$ cat src/rtl/i2c_dac_pkg.sv
package i2c_dac_pkg;
  localparam int FRAME_W  = 16;
  localparam int CODE_W   = 10;
  localparam int CODE_LSB = 4;
  localparam int PD_POS   = 15;
  localparam int BYTE_W   = 8;

  typedef enum logic [1:0] {
    ST_IDLE  = 2'd0,
    ST_ADDR  = 2'd1,
    ST_WRITE = 2'd2,
    ST_READ  = 2'd3
  } slv_state_e;
endpackage

$ cat src/rtl/i2c_spike_filter.sv
module i2c_spike_filter #(
  parameter int SYNC_STAGES = 2,
  parameter int FILT_LEN    = 3
) (
  input  logic clk,
  input  logic rst_n,
  input  logic din,
  output logic dout
);
  localparam int CNT_W = (FILT_LEN < 2) ? 1 : $clog2(FILT_LEN + 1);

  logic [SYNC_STAGES-1:0] sync_q;
  logic [CNT_W-1:0]       run_q;
  logic                   level_q;
  logic                   synced;

  assign synced = sync_q[SYNC_STAGES-1];
  assign dout   = level_q;

  always_ff @(posedge clk or negedge rst_n) begin
    if (!rst_n) sync_q <= '1;
    else        sync_q <= {sync_q[SYNC_STAGES-2:0], din};
  end

  // Output follows only after FILT_LEN consecutive disagreeing samples.
  always_ff @(posedge clk or negedge rst_n) begin
    if (!rst_n) begin
      run_q   <= '0;
      level_q <= 1'b1;
    end else if (synced == level_q) begin
      run_q <= '0;
    end else if (run_q == CNT_W'(FILT_LEN - 1)) begin
      run_q   <= '0;
      level_q <= synced;
    end else begin
      run_q <= run_q + 1'b1;
    end
  end
endmodule

$ cat src/rtl/i2c_line_events.sv
module i2c_line_events (
  input  logic clk,
  input  logic rst_n,
  input  logic scl,
  input  logic sda,
  output logic scl_rise,
  output logic scl_fall,
  output logic start_ev,
  output logic stop_ev
);
  logic scl_d, sda_d;

  always_ff @(posedge clk or negedge rst_n) begin
    if (!rst_n) begin
      scl_d <= 1'b1;
      sda_d <= 1'b1;
    end else begin
      scl_d <= scl;
      sda_d <= sda;
    end
  end

  assign scl_rise = scl & ~scl_d;
  assign scl_fall = ~scl & scl_d;
  assign start_ev = scl & scl_d & sda_d & ~sda;
  assign stop_ev  = scl & scl_d & ~sda_d & sda;
endmodule

$ cat src/rtl/i2c_dac_slave.sv
module i2c_dac_slave
  import i2c_dac_pkg::*;
#(
  parameter logic [6:0] DEV_ADDR = 7'h0C,
  parameter int         IGN_BITS = 2
) (
  input  logic              clk,
  input  logic              rst_n,
  input  logic              scl_rise,
  input  logic              scl_fall,
  input  logic              start_ev,
  input  logic              stop_ev,
  input  logic              sda_lvl,
  output logic              sda_pull,
  output logic              commit,
  output logic              frame_pd,
  output logic [CODE_W-1:0] frame_code,
  output logic              idle
);
  localparam int CMP_W = 7 - IGN_BITS;

  slv_state_e         state_q;
  logic [3:0]         bit_q;
  logic [1:0]         byte_q;
  logic [6:0]         shreg_q;
  logic [BYTE_W-1:0]  hi_hold_q;
  logic [FRAME_W-1:0] in_reg_q;
  logic               ack_q;
  logic               rw_q;
  logic               drive_q;
  logic               commit_q;
  logic [BYTE_W-1:0]  byte_now;
  logic [BYTE_W-1:0]  rd_byte;
  logic               addr_hit;

  assign byte_now   = {shreg_q, sda_lvl};
  assign rd_byte    = byte_q[0] ? in_reg_q[BYTE_W-1:0] : in_reg_q[FRAME_W-1:BYTE_W];
  assign addr_hit   = (byte_now[7 -: CMP_W] == DEV_ADDR[6 -: CMP_W]);
  assign sda_pull   = drive_q;
  assign commit     = commit_q;
  assign frame_pd   = in_reg_q[PD_POS];
  assign frame_code = in_reg_q[CODE_LSB +: CODE_W];
  assign idle       = (state_q == ST_IDLE);

  always_ff @(posedge clk or negedge rst_n) begin
    if (!rst_n) begin
      state_q   <= ST_IDLE;
      bit_q     <= '0;
      byte_q    <= '0;
      shreg_q   <= '0;
      hi_hold_q <= '0;
      in_reg_q  <= '0;
      ack_q     <= 1'b0;
      rw_q      <= 1'b0;
      drive_q   <= 1'b0;
      commit_q  <= 1'b0;
    end else begin
      commit_q <= 1'b0;
      if (start_ev) begin
        state_q <= ST_ADDR;
        bit_q   <= '0;
        byte_q  <= '0;
        ack_q   <= 1'b0;
        drive_q <= 1'b0;
      end else if (stop_ev) begin
        state_q <= ST_IDLE;
        ack_q   <= 1'b0;
        drive_q <= 1'b0;
      end else begin
        if (scl_rise && state_q != ST_IDLE) begin
          if (bit_q == 4'd8) begin
            // acknowledge clock
            bit_q <= '0;
            ack_q <= 1'b0;
            case (state_q)
              ST_ADDR:  state_q <= rw_q ? ST_READ : ST_WRITE;
              ST_WRITE: if (byte_q != 2'd2) byte_q <= byte_q + 2'd1;
              ST_READ: begin
                if (byte_q == 2'd1) begin
                  in_reg_q <= '0;
                  state_q  <= ST_IDLE;
                  drive_q  <= 1'b0;
                end else if (sda_lvl) begin
                  state_q <= ST_IDLE;
                  drive_q <= 1'b0;
                end else begin
                  byte_q <= 2'd1;
                end
              end
              default: state_q <= ST_IDLE;
            endcase
          end else begin
            bit_q   <= bit_q + 4'd1;
            shreg_q <= byte_now[6:0];
            if (bit_q == 4'd7) begin
              case (state_q)
                ST_ADDR: begin
                  if (addr_hit) begin
                    ack_q <= 1'b1;
                    rw_q  <= byte_now[0];
                  end else begin
                    state_q <= ST_IDLE;
                    drive_q <= 1'b0;
                  end
                end
                ST_WRITE: begin
                  if (byte_q == 2'd0) begin
                    hi_hold_q <= byte_now;
                    ack_q     <= 1'b1;
                  end else if (byte_q == 2'd1) begin
                    in_reg_q <= {hi_hold_q, byte_now};
                    commit_q <= 1'b1;
                    ack_q    <= 1'b1;
                  end
                end
                default: ;
              endcase
            end
          end
        end
        if (scl_fall && state_q != ST_IDLE) begin
          if (state_q == ST_READ && bit_q != 4'd8)
            drive_q <= ~rd_byte[3'd7 - bit_q[2:0]];
          else
            drive_q <= (bit_q == 4'd8) && ack_q;
        end
      end
    end
  end
endmodule

$ cat src/rtl/i2c_dac_outreg.sv
module i2c_dac_outreg
  import i2c_dac_pkg::*;
(
  input  logic              clk,
  input  logic              rst_n,
  input  logic              commit,
  input  logic              frame_pd,
  input  logic [CODE_W-1:0] frame_code,
  input  logic              shdn_n,
  output logic [CODE_W-1:0] code_hold,
  output logic              armed,
  output logic              soft_pd,
  output logic              sink_en,
  output logic [CODE_W-1:0] sink_code
);
  logic [CODE_W-1:0] code_q;
  logic              pd_q;
  logic              armed_q;

  always_ff @(posedge clk or negedge rst_n) begin
    if (!rst_n) begin
      code_q  <= '0;
      pd_q    <= 1'b0;
      armed_q <= 1'b0;
    end else if (commit) begin
      code_q  <= frame_code;
      pd_q    <= frame_pd;
      armed_q <= 1'b1;
    end
  end

  // shutdown pin gates combinationally: no clock needed
  assign sink_en   = armed_q & ~pd_q & shdn_n;
  assign sink_code = sink_en ? code_q : '0;
  assign code_hold = code_q;
  assign armed     = armed_q;
  assign soft_pd   = pd_q;
endmodule

$ cat src/rtl/i2c_dac_ctrl.sv
module i2c_dac_ctrl
  import i2c_dac_pkg::*;
#(
  parameter int         SYNC_STAGES = 2,
  parameter int         FILT_LEN    = 3,
  parameter logic [6:0] DEV_ADDR    = 7'h0C,
  parameter int         IGN_BITS    = 2
) (
  input  logic              clk,
  input  logic              rst_n,
  input  logic              scl_i,
  input  logic              sda_i,
  output logic              sda_pull_o,
  input  logic              shdn_n_i,
  output logic              sink_en_o,
  output logic [CODE_W-1:0] sink_code_o,
  output logic              soft_pd_o
);
  logic [1:0]        raw_lines;
  logic [1:0]        filt_lines;
  logic              scl_lvl, sda_lvl;
  logic              scl_rise, scl_fall, start_ev, stop_ev;
  logic              commit, frame_pd, idle, armed;
  logic [CODE_W-1:0] frame_code, code_hold;

  assign raw_lines = {scl_i, sda_i};
  assign scl_lvl   = filt_lines[1];
  assign sda_lvl   = filt_lines[0];

  for (genvar g = 0; g < 2; g++) begin : g_filt
    i2c_spike_filter #(
      .SYNC_STAGES(SYNC_STAGES),
      .FILT_LEN   (FILT_LEN)
    ) u_filt (
      .clk (clk),
      .rst_n(rst_n),
      .din (raw_lines[g]),
      .dout(filt_lines[g])
    );
  end

  i2c_line_events u_events (
    .clk     (clk),
    .rst_n   (rst_n),
    .scl     (scl_lvl),
    .sda     (sda_lvl),
    .scl_rise(scl_rise),
    .scl_fall(scl_fall),
    .start_ev(start_ev),
    .stop_ev (stop_ev)
  );

  i2c_dac_slave #(
    .DEV_ADDR(DEV_ADDR),
    .IGN_BITS(IGN_BITS)
  ) u_slave (
    .clk       (clk),
    .rst_n     (rst_n),
    .scl_rise  (scl_rise),
    .scl_fall  (scl_fall),
    .start_ev  (start_ev),
    .stop_ev   (stop_ev),
    .sda_lvl   (sda_lvl),
    .sda_pull  (sda_pull_o),
    .commit    (commit),
    .frame_pd  (frame_pd),
    .frame_code(frame_code),
    .idle      (idle)
  );

  i2c_dac_outreg u_outreg (
    .clk       (clk),
    .rst_n     (rst_n),
    .commit    (commit),
    .frame_pd  (frame_pd),
    .frame_code(frame_code),
    .shdn_n    (shdn_n_i),
    .code_hold (code_hold),
    .armed     (armed),
    .soft_pd   (soft_pd_o),
    .sink_en   (sink_en_o),
    .sink_code (sink_code_o)
  );
endmodule

$ cat config.mk
export PLATFORM = sky130hd
export DESIGN_NAME = i2c_dac_ctrl
export DESIGN_NICKNAME = d
export VERILOG_FILES = /design/src/rtl/i2c_dac_pkg.sv /design/src/rtl/i2c_spike_filter.sv /design/src/rtl/i2c_line_events.sv /design/src/rtl/i2c_dac_slave.sv /design/src/rtl/i2c_dac_outreg.sv /design/src/rtl/i2c_dac_ctrl.sv
export SDC_FILE = /design/constraint.sdc
export NUM_CORES = 1
export LEC_CHECK = 0
export ABC_AREA = 1
export ABC_CLOCK_PERIOD_IN_PS = 2800
export BUFFER_PORTS_ARGS = -buffer_cell sky130_fd_sc_hd__buf_2
export CAP_MARGIN = 20
export CELL_PAD_IN_SITES_DETAIL_PLACEMENT = 0
export CELL_PAD_IN_SITES_GLOBAL_PLACEMENT = 2
export CORE_MARGIN = 5
export CORE_UTILIZATION = 37
export DETAILED_ROUTE_END_ITERATION = 7
export GPL_ROUTABILITY_DRIVEN = 1
export PLACE_DENSITY = 0.83
export SLEW_MARGIN = 20
export SYNTH_ARGS = -nofsm -noshare
export SYNTH_HDL_FRONTEND = slang
export SYNTH_HIERARCHICAL = 1
export SYNTH_SLANG_ARGS = --single-unit
$ cat constraint.sdc
create_clock -name clk -period 2.8 [get_ports clk]
set_clock_uncertainty 0.05 [all_clocks]
set_input_delay 0 -clock clk [delete_from_list [all_inputs] [get_ports clk]]
set_output_delay 0 -clock clk [all_outputs]
set_load 0.005 [all_outputs]
==> results.txt, run 1 <==
- In this run the worst hold path is classified as in -> async.
- Final worst path period share: 0.852
- Post-synth EDFFs: 0
- Pwr dens: 827 nW/um^2
* Relative area change from synthesis to final layout: 9.55%
- Max-cap violations in this run came to 0.
* DRC violation count after routing: 0
* P_sw: 1.16 mW
- In this run the tool buffered the top-level ports with 17 buffer cells.
- The most used flip-flop cell after synthesis is sky130_fd_sc_hd__dfrtp_1.
- Reg2reg start: u_slave/byte_q[0]
- In this run the critical register-to-register path is captured at u_slave/in_reg_q[2].
- Of the total power, the clock network draws 0.280.
- At the end of the flow the core is filled with cells to 0.416.
- Capturing element type of the critical path: flop
- Data required time of the critical path: 2.99 ns
- Sequential share of power: 0.430
- Max Fanout on Critical Path: 17
* Post-cts resize count: 0
- Leaving out fill and tap cells, the most frequent cell in the layout is sky130_fd_sc_hd__nand2_1.
* Yosys Warn Count: 6
* Skew-Pair Late Insertion Delay: 0.35 ns
- Floorplan die area: 11000 um^2
- The run finished with clean final reports.
- Setup violations remaining at the end of the flow were counted as 0.
- Highest-delay cell along the critical path: sky130_fd_sc_hd__dfrtp_1
* Share of synthesized registers carrying an async set or reset: 1.00
- Routed via count: 2439
- In the final design database the tool counted 438 nets.
* Largest net degree at the start of global routing: 46
* Average wire length per cell after detail routing: 12.4 um
- The max-slew violation count is 0.
- Highest-count cells in the layout ignoring fill and taps: sky130_fd_sc_hd__nand2_1 (117), sky130_fd_sc_hd__dfrtp_1 (59), sky130_fd_sc_hd__inv_1 (56), sky130_fd_sc_hd__nor2_1 (52), sky130_fd_sc_hd__nand3_1 (23)
- Based on the critical path, the design can be clocked at up to 419 MHz.
- The die is 105 um wide.
- Syn Std Cell Area: 3330 um^2
- The number of nets handed over by synthesis was 423.
- Setup TNS: 0 ns
- Summed over all layers, the global routing overflow is 0.
* Flop and latch count out of synthesis: 67
- The share of total power dissipated in combinational logic is 0.289.
- In this run, CTS created clock tree buffers numbering 9.
- CTS placed an instance of sky130_fd_sc_hd__clkbuf_8 at the clock tree root.
- After technology mapping, the gate count stands at 413.
- Remaining number of nets flagged by the antenna check after routing: 0
* Worst-margin pin slew: 0.646 ns
- The share of the Yosys chip area taken by registers is 0.507.
- Synthesized area per cell: 8.06 um^2
- The placed instances occupy a cell area of 3410 um^2.
- Top cell by count, worst path: sky130_fd_sc_hd__nand2_1
- Of the total power, the share spent switching nets is 0.385.
- In this design, the stage delay of the slowest critical-path cell is 0.56 ns.
- In this run the count of I/O pins placed on the die edge is 18.
- Clock Pin Slew Worst Setup and Hold Paths: 0.08 ns
- For this configuration, the core starts out at a cell density of 0.380.
- Worst slew slack as a fraction of its limit: 0.569
- Via density per instance: 4.51
- Setup repair after global routing missed its margin: false
- Standard-cell rows: 34
- RePlAce Congestion: 0.825
- Internal: 1.85 mW
* Final critical delay including setup and external delays: 2.38 ns
* Leakage dissipation: 1.88 nW
* Clk buf depth: 2
* TritonCTS sink count: 67
* Number of library cell types mapped by synthesis: 29
* Startpoint class of the critical path: flop
- Total GRT Usage: 0.137
* Via count of the first global-routing pass: 2447
* Antenna violations before repair: 0
- Dpl hpwl: 4980 um
- Final Routed Wirelength: 6720 um
- Number of detailed-route iterations in the first pass: 4
- Final Cell Area: 3640 um^2
- The core region is 8760 um^2.
- The largest total area in the synthesized netlist belongs to sky130_fd_sc_hd__dfrtp_1.
* Final-report hold violation count: 0
- Layout cell share with drive strength beyond 1: 0.143
* Clock tree from TritonCTS: done
* Initial detailed-routing violation count: 111
- Ranked by total cell area, the synthesized netlist is headed by sky130_fd_sc_hd__dfrtp_1 (44%), sky130_fd_sc_hd__nand2_1 (13%), sky130_fd_sc_hd__dfstp_2 (6.3%), sky130_fd_sc_hd__inv_1 (6.3%), sky130_fd_sc_hd__nor2_1 (5.9%).
- Inserted Diodes: 0
- Data arrival, critical path: 2.58 ns
* Critical path, cell by cell: clkinv_1 -> ha_1 -> nor2_2 -> nand2_2 -> a22oi_4 -> nand2_4 -> nand2_1 -> nand2_1
- Area fraction of the dominant cell type after synthesis: 0.444
- R2R cell count: 8
- Worst setup slack for register-to-register paths: 0.42 ns
* Die boundary height: 105 um
- Hold slack: 0.123 ns
* CTS HTree Levels: 3
* Largest vdd supply drop: 0.319 mV
- The first global-routing pass estimated 11900 um of wire.
- The critical path is of the reg -> reg type.
area by class of cell:
cell class,instances,area [um^2]
Fill cell,897,5120
Sequential cell,67,1690
Multi-Input combinational cell,268,1260
Inverter,59,221
Timing Repair Buffer,23,138
Tap cell,108,135
Clock buffer,9,124
Clock inverter,7,83.8
cells in the mapped netlist, types with 2 or more instances:
master                     count
sky130_fd_sc_hd__ha_1          5
sky130_fd_sc_hd__o21ai_0      18
sky130_fd_sc_hd__nor2_2        3
sky130_fd_sc_hd__nand3_1      23
sky130_fd_sc_hd__clkinv_1      2
sky130_fd_sc_hd__nor3_1        5
sky130_fd_sc_hd__dfrtp_1      59
sky130_fd_sc_hd__nor2_1       52
sky130_fd_sc_hd__nand2_2       5
sky130_fd_sc_hd__nor2_4        3
sky130_fd_sc_hd__o21ai_2       2
sky130_fd_sc_hd__buf_6         7
sky130_fd_sc_hd__o21bai_1      7
sky130_fd_sc_hd__buf_4        10
sky130_fd_sc_hd__inv_1        56
sky130_fd_sc_hd__nand2_1     117
sky130_fd_sc_hd__dfstp_2       8
sky130_fd_sc_hd__a21oi_1      17
sky130_fd_sc_hd__o21ai_1       4
through the flow:
| stage | instances | power (mW) | setup slack, ns |
|---|---|---|---|
| after floorplan | 413 | 1.97 | 0.810 |
| after global placement | 522 | 2.19 | 0.446 |
| after detailed placement | 522 | 2.19 | 0.427 |
| after CTS | 541 | 3.07 | 0.417 |
| after global routing | 541 | 3.29 | 0.130 |
| final | 541 | 3.01 | 0.415 |
layer usage:
layer,track usage,wire length (um),up-vias
li1,-,-,1295
met3,0.0395,270,12
met1,0.181,3210,1090
met2,0.207,3080,42
met4,0.0603,163,0
met5,0,0,-
flip-flops by register name, summed over array words and instances (netlist names):
register,flops
g_filt.u_filt/dout,2
g_filt.u_filt/run_q,4
g_filt.u_filt/sync_q,4
u_events/scl_d,1
u_events/sda_d,1
u_outreg/armed,1
u_outreg/code_hold,10
u_outreg/soft_pd,1
u_slave/ack_q,1
u_slave/bit_q,4
u_slave/byte_q,2
u_slave/commit,1
u_slave/hi_hold_q,8
u_slave/in_reg_q,16
u_slave/rw_q,1
u_slave/sda_pull,1
u_slave/shreg_q,7
u_slave/state_q,2
cells by family after synthesis:
kind of cell    share of synthesized area
flops                               0.507
fa+ha+maj                          0.0188
compound gates                     0.0884
simple gates                        0.270
buf+inv                             0.115
worst max-delay path: cells and delay by family (launching register included):
family | cells | cell delay, ns
AOI/OAI and AO/OA | 1 | 0.36
adders and majority gates | 1 | 0.36
buffers and inverters | 1 | 0.38
DFF | 1 | 0.56
and+or+nand+nor | 5 | 0.56
worst max path at each step:
stage	start	endpoint	slack (ns)	depth (start not counted)
4_1_cts	u_slave/byte_q[0]	u_slave/in_reg_q[2]	0.42	8
2_1_floorplan	u_slave/bit_q[0]	u_slave/in_reg_q[11]	0.81	12
3_3_place_gp	u_slave/byte_q[0]	u_slave/in_reg_q[5]	0.45	8
3_5_place_dp	u_slave/byte_q[0]	u_slave/in_reg_q[2]	0.43	8
6_report	u_slave/byte_q[0]	u_slave/in_reg_q[2]	0.42	8
5_1_grt	u_slave/byte_q[0]	u_slave/in_reg_q[10]	0.13	8
power by group through the flow:
stage               combinational, mW  clock, mW  sequential (mW)
finish                          0.872      0.845             1.30
global route                     1.03      0.932             1.33
CTS                             0.886      0.883             1.30
detailed placement              0.876          0             1.32
global placement                0.877          0             1.31
floorplan                       0.713          0             1.26
repair_timing:
item                      in CTS  in global routing
setup buffers                  0                  0
hold buffers                   3                  0
hold endpoints to repair      69                  0
No activity file was read; power rests on OpenSTA's default activity.
==> run 2, diff against run 1 <==
--- a/config.mk
+++ b/config.mk
@@ -11,6 +11,7 @@
 export CAP_MARGIN = 20
 export CELL_PAD_IN_SITES_DETAIL_PLACEMENT = 0
 export CELL_PAD_IN_SITES_GLOBAL_PLACEMENT = 2
+export CORE_ASPECT_RATIO = 1.25
 export CORE_MARGIN = 5
 export CORE_UTILIZATION = 37
 export DETAILED_ROUTE_END_ITERATION = 7
==> results.txt, run 2 (synthesis results as in run 1) <==
- The fraction of layout instances using a drive strength above 1 was 0.141 (-0.00231).
* Average wire length per cell after detail routing: 12.4 um (-0.47%)
- By startpoint and endpoint, the worst setup path is classified as reg -> reg.
- Clock buffers created by TritonCTS: 9 (unchanged)
- Setup Buffers After CTS: 0 (unchanged)
- Standard-cell rows: 38 (+12%)
* Capturing element type of the critical path: flop
* Worst-margin pin slew: 0.745 ns (+0.0994 ns)
* Final Cell Area: 3690 um^2 (+1.3%)
- The highest fanout seen on the critical path is 16 (-1).
- Floorplan die area: 11000 um^2 (+0.11%)
- Among cell families on the critical path, the largest total delay comes from simple AND/OR/NAND/NOR gates.
- Inserted Diodes: 0 (unchanged)
* Hold-fix buffers at CTS: 3 (unchanged)
- Worst setup path start: g_filt[1].u_filt/dout
* RePlAce Congestion: 0.807 (-2.2%)
* Skew-Pair Late Insertion Delay: 0.34 ns (about the same)
- The total iterations of the first detailed-routing run came to 4 (unchanged).
- Die boundary height: 116 um (+11%)
* Achievable clock frequency: 449 MHz (+7.0%)
* Die width: 94.8 um (-9.5%)
- Dpl hpwl: 5080 um (+2.1%)
* R2R cell count: 10 (+2)
* Buffers added on ports: 17 (unchanged)
- The wire length after detailed routing was 6840 um (+1.7%).
* Largest vdd supply drop: 0.379 mV (+19%)
- Post-cts resize count: 0 (unchanged)
* Data required time of the critical path: 2.98 ns (about the same)
- Status: finished clean
- The worst slew margin relative to its limit was 0.503 (-0.0662).
- Final Slew Violations: 0 (unchanged)
- Leakage dissipation: 1.89 nW (+0.62%)
* Antenna violations before repair: 0 (unchanged)
* Library cell used as clock root buffer: sky130_fd_sc_hd__clkbuf_8
* TritonCTS sink count: 67 (unchanged)
- The worst setup path is launched from a flop.
- The H-tree level count came to 3 (unchanged).
* Finish-stage setup viols: 0 (unchanged)
- Total congestion overflow after global routing: 0 (unchanged)
- The final hold violation count was 0 (unchanged).
* Fillers: 939 (+4.7%)
- Remaining number of nets flagged by the antenna check after routing: 0 (unchanged)
- The via total after detailed routing is 2494 (+2.3%).
* Hold Crit Class: in -> async
- Worst flop-to-flop path endpoint: u_slave/in_reg_q[9]
- The worst register-to-register path begins at g_filt[1].u_filt/dout.
* Via density per instance: 4.51 (about the same)
* Most common cell after layout, fill and taps aside: sky130_fd_sc_hd__nand2_1
- Area post-placement: 3430 um^2 (+0.81%)
- The overall routing resource usage came to 0.143 (+0.00621).
- Highest-delay cell along the critical path: sky130_fd_sc_hd__dfstp_2
* Nets: 438 (unchanged)
- The DRC violation total after the first TritonRoute iteration came to 105 (-5.4%).
- The largest net degree at the start of global routing was 38 (-17%).
* Data arrival, critical path: 2.41 ns (-0.17 ns)
- The clock transition at the registers of the reported paths came to 0.08 ns (about the same).
- Number of standard cells in the final layout excluding fillers: 553 (+2.2%)
- The number of max-capacitance violations reported came to 0 (unchanged).
* Top cell by count, worst path: sky130_fd_sc_hd__nor2_1
- Core footprint: 8750 um^2 (-0.17%)
- DRC violation count after routing: 0 (unchanged)
- The number of flip-flops under the largest register name was 16 (unchanged).
- CP peak stage delay: 0.58 ns (+0.02 ns)
* Pwr dens: 838 nW/um^2 (+1.3%)
- The maximum root-to-sink buffer count is 2 (unchanged).
* Critical path, cell by cell: nand2_1 -> nor2_1 -> nor2_1 -> inv_1 -> nor2_1 -> nand2_2 -> clkinv_1 -> buf_4 -> nand3_1 -> nand2_1
- Setup repair after global routing left no endpoint under its margin.
* Crit path buffers/inverters: 3 (+2)
* Relative area change from synthesis to final layout: 10.9%
- The final clock period utilization by the worst path came to 0.796 (-0.0554).
* Setup TNS: 0 ns (unchanged)
- TritonCTS built the clock tree.
- Most flop-heavy register: u_slave/in_reg_q
* Number of placed cells counting well taps: 534 (+2.3%)
- Starting density of the core: 0.380 (+0.000652)
- The reg-to-reg setup timing slack was 0.57 ns (+0.16 ns).
* Final critical delay including setup and external delays: 2.23 ns (-0.155 ns)
* Boundary pin count: 18 (unchanged)
- Via count of the first global-routing pass: 2513 (+2.7%)
- Global-route wire length before repair: 12000 um (+1.1%)
- The library cells used most frequently in the layout, excluding fill and tap cells, are sky130_fd_sc_hd__nand2_1 (117), sky130_fd_sc_hd__dfrtp_1 (59), sky130_fd_sc_hd__inv_1 (56), sky130_fd_sc_hd__nor2_1 (52), sky130_fd_sc_hd__nand3_1 (23).
[run 2: changes by cell type in the layout (fill, tap and decap cells not counted)]
cell	delta
sky130_fd_sc_hd__buf_12	+1
sky130_fd_sc_hd__buf_4	-1
sky130_fd_sc_hd__bufinv_16	+1
sky130_fd_sc_hd__clkbuf_1	+1
sky130_fd_sc_hd__clkbuf_8	+1
sky130_fd_sc_hd__inv_6	-2
sky130_fd_sc_hd__inv_8	-1
[run 2: final cells by class]
type	instances	area, um^2	share of cell area
well taps	120	150	0.0407
clock inverters	5	85.1	0.0231
flip-flops and latches	67	1690	0.457
inverters	59	221	0.0600
multi-input cells	268	1260	0.340
repair buffers	23	150	0.0407
clock buffers	11	141	0.0383
[run 2: worst max path at each step]
stage                           end  slack (ns)  cells after the start
6_report        u_slave/in_reg_q[9]        0.57                     10
5_1_grt         u_slave/in_reg_q[2]        0.30                     10
4_1_cts         u_slave/in_reg_q[9]        0.54                     10
3_5_place_dp    u_slave/in_reg_q[9]        0.56                     10
3_3_place_gp   u_slave/in_reg_q[13]        0.51                     10
2_1_floorplan  u_slave/in_reg_q[11]        0.81                     12
[run 2: stage by stage]
stage	setup WS, ns	total power, mW	hold slack (ns)	utilization
finish	0.570	3.09	0.207	0.422
CTS	0.538	3.14	0.231	0.422
global route	0.301	3.35	0.266	0.422
global placement	0.513	2.20	0.0553	0.393
floorplan	0.810	1.97	-0.346	-
detailed placement	0.562	2.21	0.0569	0.393
[run 2: per-layer routing]
layer | vias up | track usage | wire, um
met5 | - | 0 | 0
met4 | 0 | 0.0626 | 123
met3 | 9 | 0.0234 | 209
met2 | 44 | 0.249 | 3450
met1 | 1143 | 0.173 | 3050
li1 | 1298 | - | -
[run 2: report_power, final]
part / switching [mW] / leakage, nW / internal, mW
clock: 0.382 / 0.110 / 0.531
combinational: 0.593 / 0.894 / 0.290
sequential: 0.151 / 0.890 / 1.15
==> run 3, diff against run 2 <==
--- a/config.mk
+++ b/config.mk
@@ -6,7 +6,7 @@
 export NUM_CORES = 1
 export LEC_CHECK = 0
 export ABC_AREA = 1
-export ABC_CLOCK_PERIOD_IN_PS = 2800
+export ABC_CLOCK_PERIOD_IN_PS = 2300
 export BUFFER_PORTS_ARGS = -buffer_cell sky130_fd_sc_hd__buf_2
 export CAP_MARGIN = 20
 export CELL_PAD_IN_SITES_DETAIL_PLACEMENT = 0
==> constraint.sdc (replaced) <==
create_clock -name clk -period 2.3 [get_ports clk]
set_clock_uncertainty 0.05 [all_clocks]
set_input_delay 0 -clock clk [delete_from_list [all_inputs] [get_ports clk]]
set_output_delay 0 -clock clk [all_outputs]
set_load 0.005 [all_outputs]
==> results.txt, run 3 (synthesis results as in run 1) <==
* Clock buffers created by TritonCTS: 9 (unchanged)
- Critical path class: reg -> reg
* Data arrival, critical path: 2.20 ns (-0.21 ns)
- RePlAce Congestion: 0.767 (-4.9%)
- Most common cell after layout, fill and taps aside: sky130_fd_sc_hd__nand2_1
- Max Fanout on Critical Path: 17 (+1)
- Total GRT Usage: 0.139 (-0.00385)
- Setup Buffers After CTS: 0 (unchanged)
- Inserted Diodes: 0 (unchanged)
- Data required time of the critical path: 2.48 ns (-0.50 ns)
- The number of global-route vias before repair came to 2486 (-1.1%).
* Nets: 442 (+0.91%)
* Clock Pin Slew Worst Setup and Hold Paths: 0.08 ns (about the same)
- The number of failing setup endpoints in the final timing report was 0 (unchanged).
- The stage delay of the slowest cell on the critical path is 0.57 ns (about the same).
- Starting density of the core: 0.380 (unchanged)
* Final Cell Area: 3700 um^2 (+0.20%)
* Capturing element type of the critical path: flop
- The final hold violation count is 0 (unchanged).
- Clock tree from TritonCTS: done
- Routed via count: 2458 (-1.4%)
- Skew-Pair Late Insertion Delay: 0.34 ns (about the same)
- The post-detailed-route wirelength per cell is 12.0 um (-3.1%).
* Met2 layer wire length in the routed design: 3190 um (-7.5%)
* Library cell used as clock root buffer: sky130_fd_sc_hd__clkbuf_8
* Buffers added on ports: 17 (unchanged)
- The cell area after placement was 3460 um^2 (+0.87%).
* Setup repair after global routing missed its margin: false
* Core footprint: 8750 um^2 (unchanged)
- Highest-delay cell along the critical path: sky130_fd_sc_hd__dfstp_2
- The worst setup timing slack at the placement stage is 0.264 ns (-0.298 ns).
* Clk buf depth: 2 (unchanged)
- Final critical delay including setup and external delays: 2.01 ns (-0.217 ns)
- The H-tree level count was 3 (unchanged).
- The number of max-capacitance violations reported is 0 (unchanged).
* Critical path, cell by cell: nand2_1 -> nor2_1 -> nor2_2 -> inv_1 -> nor2_1 -> nand2_2 -> clkinv_1 -> buf_4 -> nand3_1 -> nand2_1
- Worst-margin pin slew: 0.613 ns (-0.132 ns)
- TritonCTS sink count: 67 (unchanged)
- Number of detailed-route iterations in the first pass: 5 (+1)
- Setup TNS: 0 ns (unchanged)
- The number of flip-flops under the largest register name is 16 (unchanged).
* Antenna violations before repair: 0 (unchanged)
* Final Routed Wirelength: 6670 um (-2.4%)
- Compared with the post-synthesis result, the final layout area differs by 11.2%.
- Worst slew slack as a fraction of its limit: 0.591 (+0.0882)
* Total congestion overflow after global routing: 0 (unchanged)
- Dpl hpwl: 5040 um (-0.87%)
* Top routing layer in use: met4
- Via density per instance: 4.41 (-2.2%)
- Largest vdd supply drop: 0.388 mV (+2.4%)
* Final Slew Violations: 0 (unchanged)
* Status: finished clean
- Pwr dens: 1000 nW/um^2 (+20%)
* Final worst path period share: 0.875 (+0.0789)
* Achievable clock frequency: 497 MHz (+11%)
- Wire length the detailed router placed on met1: 3130 um (+2.4%)
- The vertical extent of the die was 116 um (unchanged).
* Boundary pin count: 18 (unchanged)
* Initial detailed-routing violation count: 150 (+43%)
- Remaining number of nets flagged by the antenna check after routing: 0 (unchanged)
- The fraction of layout instances using a drive strength above 1 was 0.153 (+0.0124).
- Global-route wire length before repair: 11800 um (-1.6%)
- The largest net degree at the start of global routing is 46 (+21%).
* Wire length on met3: 230 um (+10%)
- Startpoint class of the critical path: flop
- Minimum setup slack in the final design: 0.287 ns (-0.283 ns)
* Leakage dissipation: 1.91 nW (+0.59%)
- Hold Crit Class: in -> async
* Floorplan die area: 11000 um^2 (unchanged)
* Die width: 94.8 um (unchanged)
- Standard-cell rows: 38 (unchanged)
* Most flop-heavy register: u_slave/in_reg_q
* Highest-count cells in the layout ignoring fill and taps: sky130_fd_sc_hd__nand2_1 (117), sky130_fd_sc_hd__dfrtp_1 (59), sky130_fd_sc_hd__inv_1 (56), sky130_fd_sc_hd__nor2_1 (51), sky130_fd_sc_hd__nand3_1 (23)
- The final routed DRC violation total is 0 (unchanged).
## run 3: changes by cell type in the layout (fill, tap and decap cells not counted)
cell / before / now
sky130_fd_sc_hd__clkbuf_1: 1 / 0
sky130_fd_sc_hd__clkinv_2: 0 / 1
sky130_fd_sc_hd__clkinv_4: 1 / 3
sky130_fd_sc_hd__nor2_2: 3 / 4
sky130_fd_sc_hd__buf_4: 2 / 6
sky130_fd_sc_hd__clkbuf_8: 10 / 9
sky130_fd_sc_hd__nor2_1: 52 / 51
sky130_fd_sc_hd__bufinv_16: 2 / 1
## run 3: path summary, 6_finish.rpt
path	start	endpoint	slack (ns)	cells after the start
max in group asynchronous	rst_n	g_filt[1].u_filt/sync_q[1]	1.38	3
worst min-delay path	rst_n	u_outreg/code_hold[1]	0.12	2
min in group clk	sda_i	g_filt[0].u_filt/sync_q[0]	0.26	2
worst max register to register	g_filt[1].u_filt/dout	u_slave/in_reg_q[10]	0.29	10
worst max-delay path	g_filt[1].u_filt/dout	u_slave/in_reg_q[10]	0.29	10
worst min register to register	g_filt[0].u_filt/sync_q[0]	g_filt[0].u_filt/sync_q[1]	0.31	0
## run 3: power breakdown
group | switching (mW) | internal, mW | leakage [nW] | total, mW
combinational | 0.801 | 0.388 | 0.916 | 1.19
clock | 0.472 | 0.507 | 0.0998 | 0.979
sequential | 0.151 | 1.40 | 0.890 | 1.55
## run 3: per-layer routing
metal | vias to the layer above | track usage
li1 | 1296 | -
met1 | 1115 | 0.173
met2 | 39 | 0.234
met3 | 8 | 0.0253
met4 | 0 | 0.0635
met5 | - | 0
## run 3: metrics by stage
stage          hold slack (ns)  cells  total power [mW]   util
5_1_grt                  0.185    557              4.01  0.423
6_report                 0.122    557              3.71  0.423
3_5_place_dp           -0.0235    538              2.75  0.396
3_3_place_gp           -0.0177    538              2.74  0.396
2_1_floorplan           -0.346    413              2.40      -
4_1_cts                  0.133    557              3.76  0.422
## run 3: area by class of cell
type / count / area (um^2)
Fill cell: 947 / 5050
Sequential cell: 67 / 1690
Multi-Input combinational cell: 268 / 1260
Inverter: 59 / 221
Timing Repair Buffer: 27 / 180
Tap cell: 120 / 150
Clock buffer: 9 / 124
Clock inverter: 7 / 77.6
## run 3: worst max-delay path: cells and delay by family (launching register included)
kind / cells / cell delay, ns
buffers and inverters: 3 / 0.39
DFF: 1 / 0.57
and+or+nand+nor: 7 / 0.90
## run 3: repair_timing
action                                  in CTS  in global routing
endpoints found under the setup margin       0                  1
hold buffers                                 3                  0
hold endpoints to repair                    24                  0
resized for setup                            0                  1
